### config.mk
export PLATFORM = sky130hd
export DESIGN_NAME = tmr_channel
export DESIGN_NICKNAME = d
export VERILOG_FILES = /design/src/rtl/tmr_pkg.sv /design/src/rtl/tmr_regs.sv /design/src/rtl/tmr_arm.sv /design/src/rtl/tmr_irq.sv /design/src/rtl/tmr_channel.sv
export SDC_FILE = /design/constraint.sdc
export NUM_CORES = 1
export LEC_CHECK = 0
export ABC_AREA = 0
export BUFFER_PORTS_ARGS = -buffer_cell sky130_fd_sc_hd__clkbuf_2
export CORE_UTILIZATION = 31
export CTS_CLUSTER_DIAMETER = 100
export DETAILED_ROUTE_END_ITERATION = 10
export HOLD_SLACK_MARGIN = 0.15
export SYNTH_ARGS = -nofsm -noshare
export SYNTH_HDL_FRONTEND = slang
export SYNTH_HIERARCHICAL = 1
export SYNTH_SLANG_ARGS = --single-unit
### constraint.sdc
create_clock -name clk -period 10.3 [get_ports clk]
set_clock_uncertainty 0.05 [all_clocks]
set_input_delay 2.575 -clock clk [delete_from_list [all_inputs] [get_ports clk]]
set_output_delay 2.575 -clock clk [all_outputs]
set_load 0.02 [all_outputs]
### src/rtl/tmr_pkg.sv
package tmr_pkg;
  localparam int CNT_W  = 64;
  localparam int HALF_W = CNT_W / 2;
  localparam int NBYTES = CNT_W / 8;

  typedef logic [CNT_W-1:0] word_t;

  // configuration bit positions
  localparam int B_LVL  = 1;
  localparam int B_IEN  = 2;
  localparam int B_PER  = 3;
  localparam int B_PCAP = 4;
  localparam int B_SCAP = 5;
  localparam int B_M32  = 8;

  localparam word_t CFG_WMASK = word_t'((1 << B_LVL) | (1 << B_IEN) | (1 << B_PER) | (1 << B_M32));
  localparam word_t CFG_RST   = word_t'((1 << B_PCAP) | (1 << B_SCAP));

  function automatic word_t merge_bytes(word_t old_v, word_t new_v, logic [NBYTES-1:0] strb);
    word_t r;
    r = old_v;
    for (int i = 0; i < NBYTES; i++)
      if (strb[i]) r[8*i +: 8] = new_v[8*i +: 8];
    return r;
  endfunction

  function automatic word_t low_half(word_t v);
    return {{HALF_W{1'b0}}, v[HALF_W-1:0]};
  endfunction

  // first count value whose low half is zero, strictly after c
  function automatic word_t next_wrap(word_t c);
    return {c[CNT_W-1:HALF_W] + 1'b1, {HALF_W{1'b0}}};
  endfunction

  function automatic word_t match_target(logic m32, word_t c, word_t cmp);
    word_t t;
    if (!m32) return cmp;
    t = {c[CNT_W-1:HALF_W], cmp[HALF_W-1:0]};
    if (t < c) t = t + (word_t'(1) << HALF_W);
    return t;
  endfunction
endpackage

### src/rtl/tmr_regs.sv
module tmr_regs
  import tmr_pkg::*;
(
  input  logic              clk,
  input  logic              rst_n,
  input  logic              cfg_we,
  input  word_t             cfg_wdata,
  input  logic [NBYTES-1:0] cfg_wstrb,
  input  logic              cmp_we,
  input  word_t             cmp_wdata,
  input  logic [NBYTES-1:0] cmp_wstrb,
  input  logic              adv_en,
  input  word_t             adv_val,
  output word_t             cfg_q,
  output word_t             cfg_d,
  output word_t             cmp_q,
  output word_t             cmp_d,
  output word_t             per_q
);
  word_t cmp_in, per_d;
  logic  m32_d;

  always_comb begin
    cfg_d = cfg_q;
    if (cfg_we)
      cfg_d = (cfg_q & ~CFG_WMASK) | (merge_bytes(cfg_q, cfg_wdata, cfg_wstrb) & CFG_WMASK);
    m32_d  = cfg_d[B_M32];
    cmp_in = merge_bytes(cmp_q, cmp_wdata, cmp_wstrb);
    if (cmp_we)      cmp_d = cmp_in;
    else if (adv_en) cmp_d = adv_val;
    else             cmp_d = cmp_q;
    per_d = (cmp_we && cfg_d[B_PER]) ? cmp_in : per_q;
    if (m32_d) begin
      cmp_d = low_half(cmp_d);
      per_d = low_half(per_d);
    end
  end

  always_ff @(posedge clk) begin
    if (!rst_n) begin
      cfg_q <= CFG_RST;
      cmp_q <= '1;
      per_q <= '0;
    end else begin
      cfg_q <= cfg_d;
      cmp_q <= cmp_d;
      per_q <= per_d;
    end
  end

  assert_cfg_mask_R2: assert property (@(posedge clk) disable iff (!rst_n)
    cfg_we |=> ((cfg_q ^ $past(cfg_q)) & ~CFG_WMASK) == '0);

  assert_trunc_R5: assert property (@(posedge clk) disable iff (!rst_n)
    cfg_q[B_M32] |-> (cmp_q[CNT_W-1:HALF_W] == '0 && per_q[CNT_W-1:HALF_W] == '0));
endmodule

### src/rtl/tmr_arm.sv
module tmr_arm
  import tmr_pkg::*;
(
  input  logic  clk,
  input  logic  rst_n,
  input  word_t cnt,
  input  logic  gen,
  input  logic  rearm,
  input  logic  m32,
  input  logic  per,
  input  word_t cmp_d,
  input  word_t per_q,
  output logic  fire,
  output logic  wrap_fire,
  output logic  adv_en,
  output word_t adv_val
);
  word_t arm_pt, tgt, new_tgt, wrap_pt;
  logic  armed, wrap_pend, split;

  always_comb begin
    new_tgt   = match_target(m32, cnt, cmp_d);
    wrap_pt   = next_wrap(cnt);
    split     = m32 & ~per & (new_tgt > wrap_pt);
    fire      = armed & gen & (cnt == arm_pt);
    wrap_fire = fire & wrap_pend;
    adv_val   = tgt + per_q;
    adv_en    = fire & per & ~wrap_pend & ~rearm;
  end

  always_ff @(posedge clk) begin
    if (!rst_n) begin
      armed     <= 1'b0;
      wrap_pend <= 1'b0;
      arm_pt    <= '0;
      tgt       <= '0;
    end else if (!gen) begin
      armed     <= 1'b0;
      wrap_pend <= 1'b0;
    end else if (rearm) begin
      armed     <= 1'b1;
      tgt       <= new_tgt;
      arm_pt    <= split ? wrap_pt : new_tgt;
      wrap_pend <= split;
    end else if (fire) begin
      if (wrap_pend) begin
        wrap_pend <= 1'b0;
        arm_pt    <= tgt;
      end else if (per) begin
        tgt    <= adv_val;
        arm_pt <= adv_val;
      end else begin
        armed <= 1'b0;
      end
    end
  end

  assert_oneshot_done_R3: assert property (@(posedge clk) disable iff (!rst_n)
    (fire && !per && !wrap_pend && !rearm) |=> !armed);

  assert_wrap_then_real_R6: assert property (@(posedge clk) disable iff (!rst_n)
    (wrap_fire && !rearm) |=> (armed && !wrap_pend && arm_pt == tgt));

  assert_idle_when_off_R11: assert property (@(posedge clk) disable iff (!rst_n)
    !gen |=> !armed);
endmodule

### src/rtl/tmr_irq.sv
module tmr_irq (
  input  logic clk,
  input  logic rst_n,
  input  logic fire,
  input  logic ien_d,
  input  logic lvl_d,
  input  logic ien_q,
  input  logic status_in,
  output logic irq,
  output logic status_set
);
  logic en_rise, irq_d;

  always_comb begin
    en_rise = ien_d & ~ien_q;
    irq_d   = ien_d & (lvl_d ? (status_in | fire) : (fire | (en_rise & status_in)));
  end

  always_ff @(posedge clk) begin
    if (!rst_n) begin
      irq        <= 1'b0;
      status_set <= 1'b0;
    end else begin
      irq        <= irq_d;
      status_set <= fire;
    end
  end

  assert_level_hold_R9: assert property (@(posedge clk) disable iff (!rst_n)
    (ien_d && lvl_d && status_in) |=> irq);
endmodule

### src/rtl/tmr_channel.sv
module tmr_channel
  import tmr_pkg::*;
(
  input  logic              clk,
  input  logic              rst_n,
  input  logic [CNT_W-1:0]  main_count,
  input  logic              global_en,
  input  logic              cfg_we,
  input  logic [CNT_W-1:0]  cfg_wdata,
  input  logic [NBYTES-1:0] cfg_wstrb,
  input  logic              cmp_we,
  input  logic [CNT_W-1:0]  cmp_wdata,
  input  logic [NBYTES-1:0] cmp_wstrb,
  input  logic              status_in,
  output logic              irq,
  output logic              status_set,
  output logic [CNT_W-1:0]  cfg_rd,
  output logic [CNT_W-1:0]  cmp_rd
);
  word_t cfg_q, cfg_d, cmp_q, cmp_d, per_q, adv_val;
  logic  gen_q, rearm, fire, wrap_fire, adv_en;

  always_ff @(posedge clk) begin
    if (!rst_n) gen_q <= 1'b0;
    else        gen_q <= global_en;
  end

  assign rearm = global_en & (cfg_we | cmp_we | ~gen_q);

  tmr_regs u_regs (
    .clk, .rst_n, .cfg_we, .cfg_wdata, .cfg_wstrb, .cmp_we, .cmp_wdata, .cmp_wstrb,
    .adv_en, .adv_val, .cfg_q, .cfg_d, .cmp_q, .cmp_d, .per_q
  );

  tmr_arm u_arm (
    .clk, .rst_n, .cnt(main_count), .gen(global_en), .rearm,
    .m32(cfg_d[B_M32]), .per(cfg_d[B_PER]), .cmp_d, .per_q,
    .fire, .wrap_fire, .adv_en, .adv_val
  );

  tmr_irq u_irq (
    .clk, .rst_n, .fire, .ien_d(cfg_d[B_IEN]), .lvl_d(cfg_d[B_LVL]),
    .ien_q(cfg_q[B_IEN]), .status_in, .irq, .status_set
  );

  assign cfg_rd = cfg_q;
  assign cmp_rd = cmp_q;

  assert_irq_gated_R7: assert property (@(posedge clk) disable iff (!rst_n)
    irq |-> cfg_rd[B_IEN]);
endmodule

==> metrics.yaml <==
yosysWarnings: 6
final_antenna_net_count: 0
min_path_cells: 2
tns_ps: 0
rsz0062_at_grt: "no"
cp_slowest_stage_delay_ps: 450
drt_wl_total_um: 83300
root_buffer: "clkbuf_16"
placed_area_mm2: 0.0236
wl_per_cell_um: 21.8
start_util_pct: 31.5
dieHeight_um: 264
die_x_um: 264
vias: 21300
fin_crit_ps: 9940
cts_hold_buf: 0
grt_overflow: 0
cp_data_required_time_ps: 10660
worst_slack_ps: 358
cts_sinks: 265
grt_pass1_wl_um: 123000
track_usage_pct: 23.0
drc: 0
hold_path.class: "flip-flop to flip-flop"
reg2regPathDepth: 35
worstMarginPinSlew_ps: 996
power_density_mw_per_mm2: 135
maxSlewViolCount: 0
worstPathMaxFanout: 17
vias_per_cell: 5.56
hold_viol_final: 0
dieArea_mm2: 0.0697
syn_area_mm2: 0.0213
final_area_mm2: 0.0248
grt_max_degree: 134
dr.pass1.iters: 6
period_share_pct: 96.5
rows: 95
start_kind: "input port"
post_cts.resized_instances: 0
port_buffers: 217
post-cts-setup-buffer-count: 0
hpwlAfterDp_um: 64100
numCtsBuffers: 35
clock.fmax_mhz: 101
drt_iter0_drc: 2230
cap_violations: 0
end_kind: "flip-flop"
clkSlewWorstSetupHoldPaths_ps: 60
place.gp.congestion: 0.968
leakage_nw: 10.8
drive_gt1_share_pct: 19.4
areaGrowthSynthToFinish_pct: 16.6
synth_area_per_cell_um2: 7.85
utilization_pct: 36.7
finish.net_count: 3262
place_worst_setup_slack_ps: 51.9
setup_viol: 0
htree_levels: 2
max_slew_margin_pct: 33.2
holdWs_ps: 422
io_pins: 344
peakVddDrop_mv: 0.0852
slowest_stage: "o41a_1"
cts_tree: "done"
clkLatencyLatePin_ps: 570
cts_buffer_depth: 3
synthCells: 2712
core-area_mm2: 0.0675
status: "finished, final reports clean"
crit_type: "input port to flip-flop"
worst_ep_arrival_time_ps: 10310
grt_pass1_vias: 19400
antenna_found_initial: 4
==> where the power goes <==
group / total [mW] / switching (mW) / internal [mW]
clock: 1.25 / 0.511 / 0.743
sequential: 1.16 / 0.0604 / 1.10
combinational: 0.945 / 0.588 / 0.357
total: 3.35 / 1.16 / 2.20
==> final timing paths <==
| kind | from | endpoint | slack, ps |
|---|---|---|---|
| setup reg to reg | u_regs/per_q[0]$_SDFFE_PN0P_ | u_arm/arm_pt[56]$_SDFFE_PN0P_ | 1210 |
| hold reg to reg | u_arm/arm_pt[21]$_SDFFE_PN0P_ | u_arm/arm_pt[21]$_SDFFE_PN0P_ | 420 |
| hold / removal | u_arm/arm_pt[21]$_SDFFE_PN0P_ | u_arm/arm_pt[21]$_SDFFE_PN0P_ | 420 |
| setup / recovery | main_count[24] | u_arm/arm_pt[56]$_SDFFE_PN0P_ | 360 |
==> layout by cell type (no fill, tap or decap), drive strengths merged, types with 25 or more instances in the layout <==
cell,instances
a21o,97
and3,45
nor4,25
xor2,100
mux2i,87
dfxtp,265
inv,110
and2,44
a31o,32
nand2,286
nand4,47
o221a,70
a21oi,194
o211ai,34
nand3,33
a211oi,39
buf,159
nor2,205
xnor2,64
a221oi,45
a211o,65
o21ai,132
conb,60
nor2b,76
nor3,37
ha,127
clkbuf,264
==> critical path, delay by kind of cell <==
| kind | cells | cell delay, ps |
|---|---|---|
| and+or+nand+nor | 15 | 3240 |
| AOI/OAI and AO/OA | 10 | 2700 |
| buffers and inverters | 5 | 910 |
| adders and majority gates | 2 | 610 |
| xor gates and xnor gates | 1 | 210 |
==> area by class of cell <==
class / count / area, um2
multi-input cells: 2135 / 14500
fillers: 7083 / 42700
diodes: 4 / 10.0
repair buffers: 374 / 2330
well taps: 873 / 1090
flip-flops and latches: 265 / 5310
clock buffers: 49 / 1020
clock inverters: 13 / 136
inverters: 109 / 409
==> stage by stage <==
stage,power [mW],std cells
after floorplan,1.76,2770
after global placement,2.10,3756
after detailed placement,2.10,3756
after CTS,3.36,3818
after global routing,3.50,3820
final,3.35,3822
==> sequential cells by signal (all words and copies together) (netlist names) <==
register          cells
u_irq/status_set      1
gen_q                 1
u_arm/armed           1
u_regs/per_q         64
u_irq/irq             1
u_arm/tgt            64
u_regs/cfg_q          4
u_arm/arm_pt         64
u_regs/cmp_q         64
u_arm/wrap_pend       1
==> layer usage <==
layer	wire, um	vias to the layer above	global-route usage [%]
met1	39400	10100	33.6
met4	2260	4	6.58
met3	5830	102	2.95
li1	-	10200	-
met5	28	-	0
met2	35700	824	35.0
(Power assumes the default switching activity.)
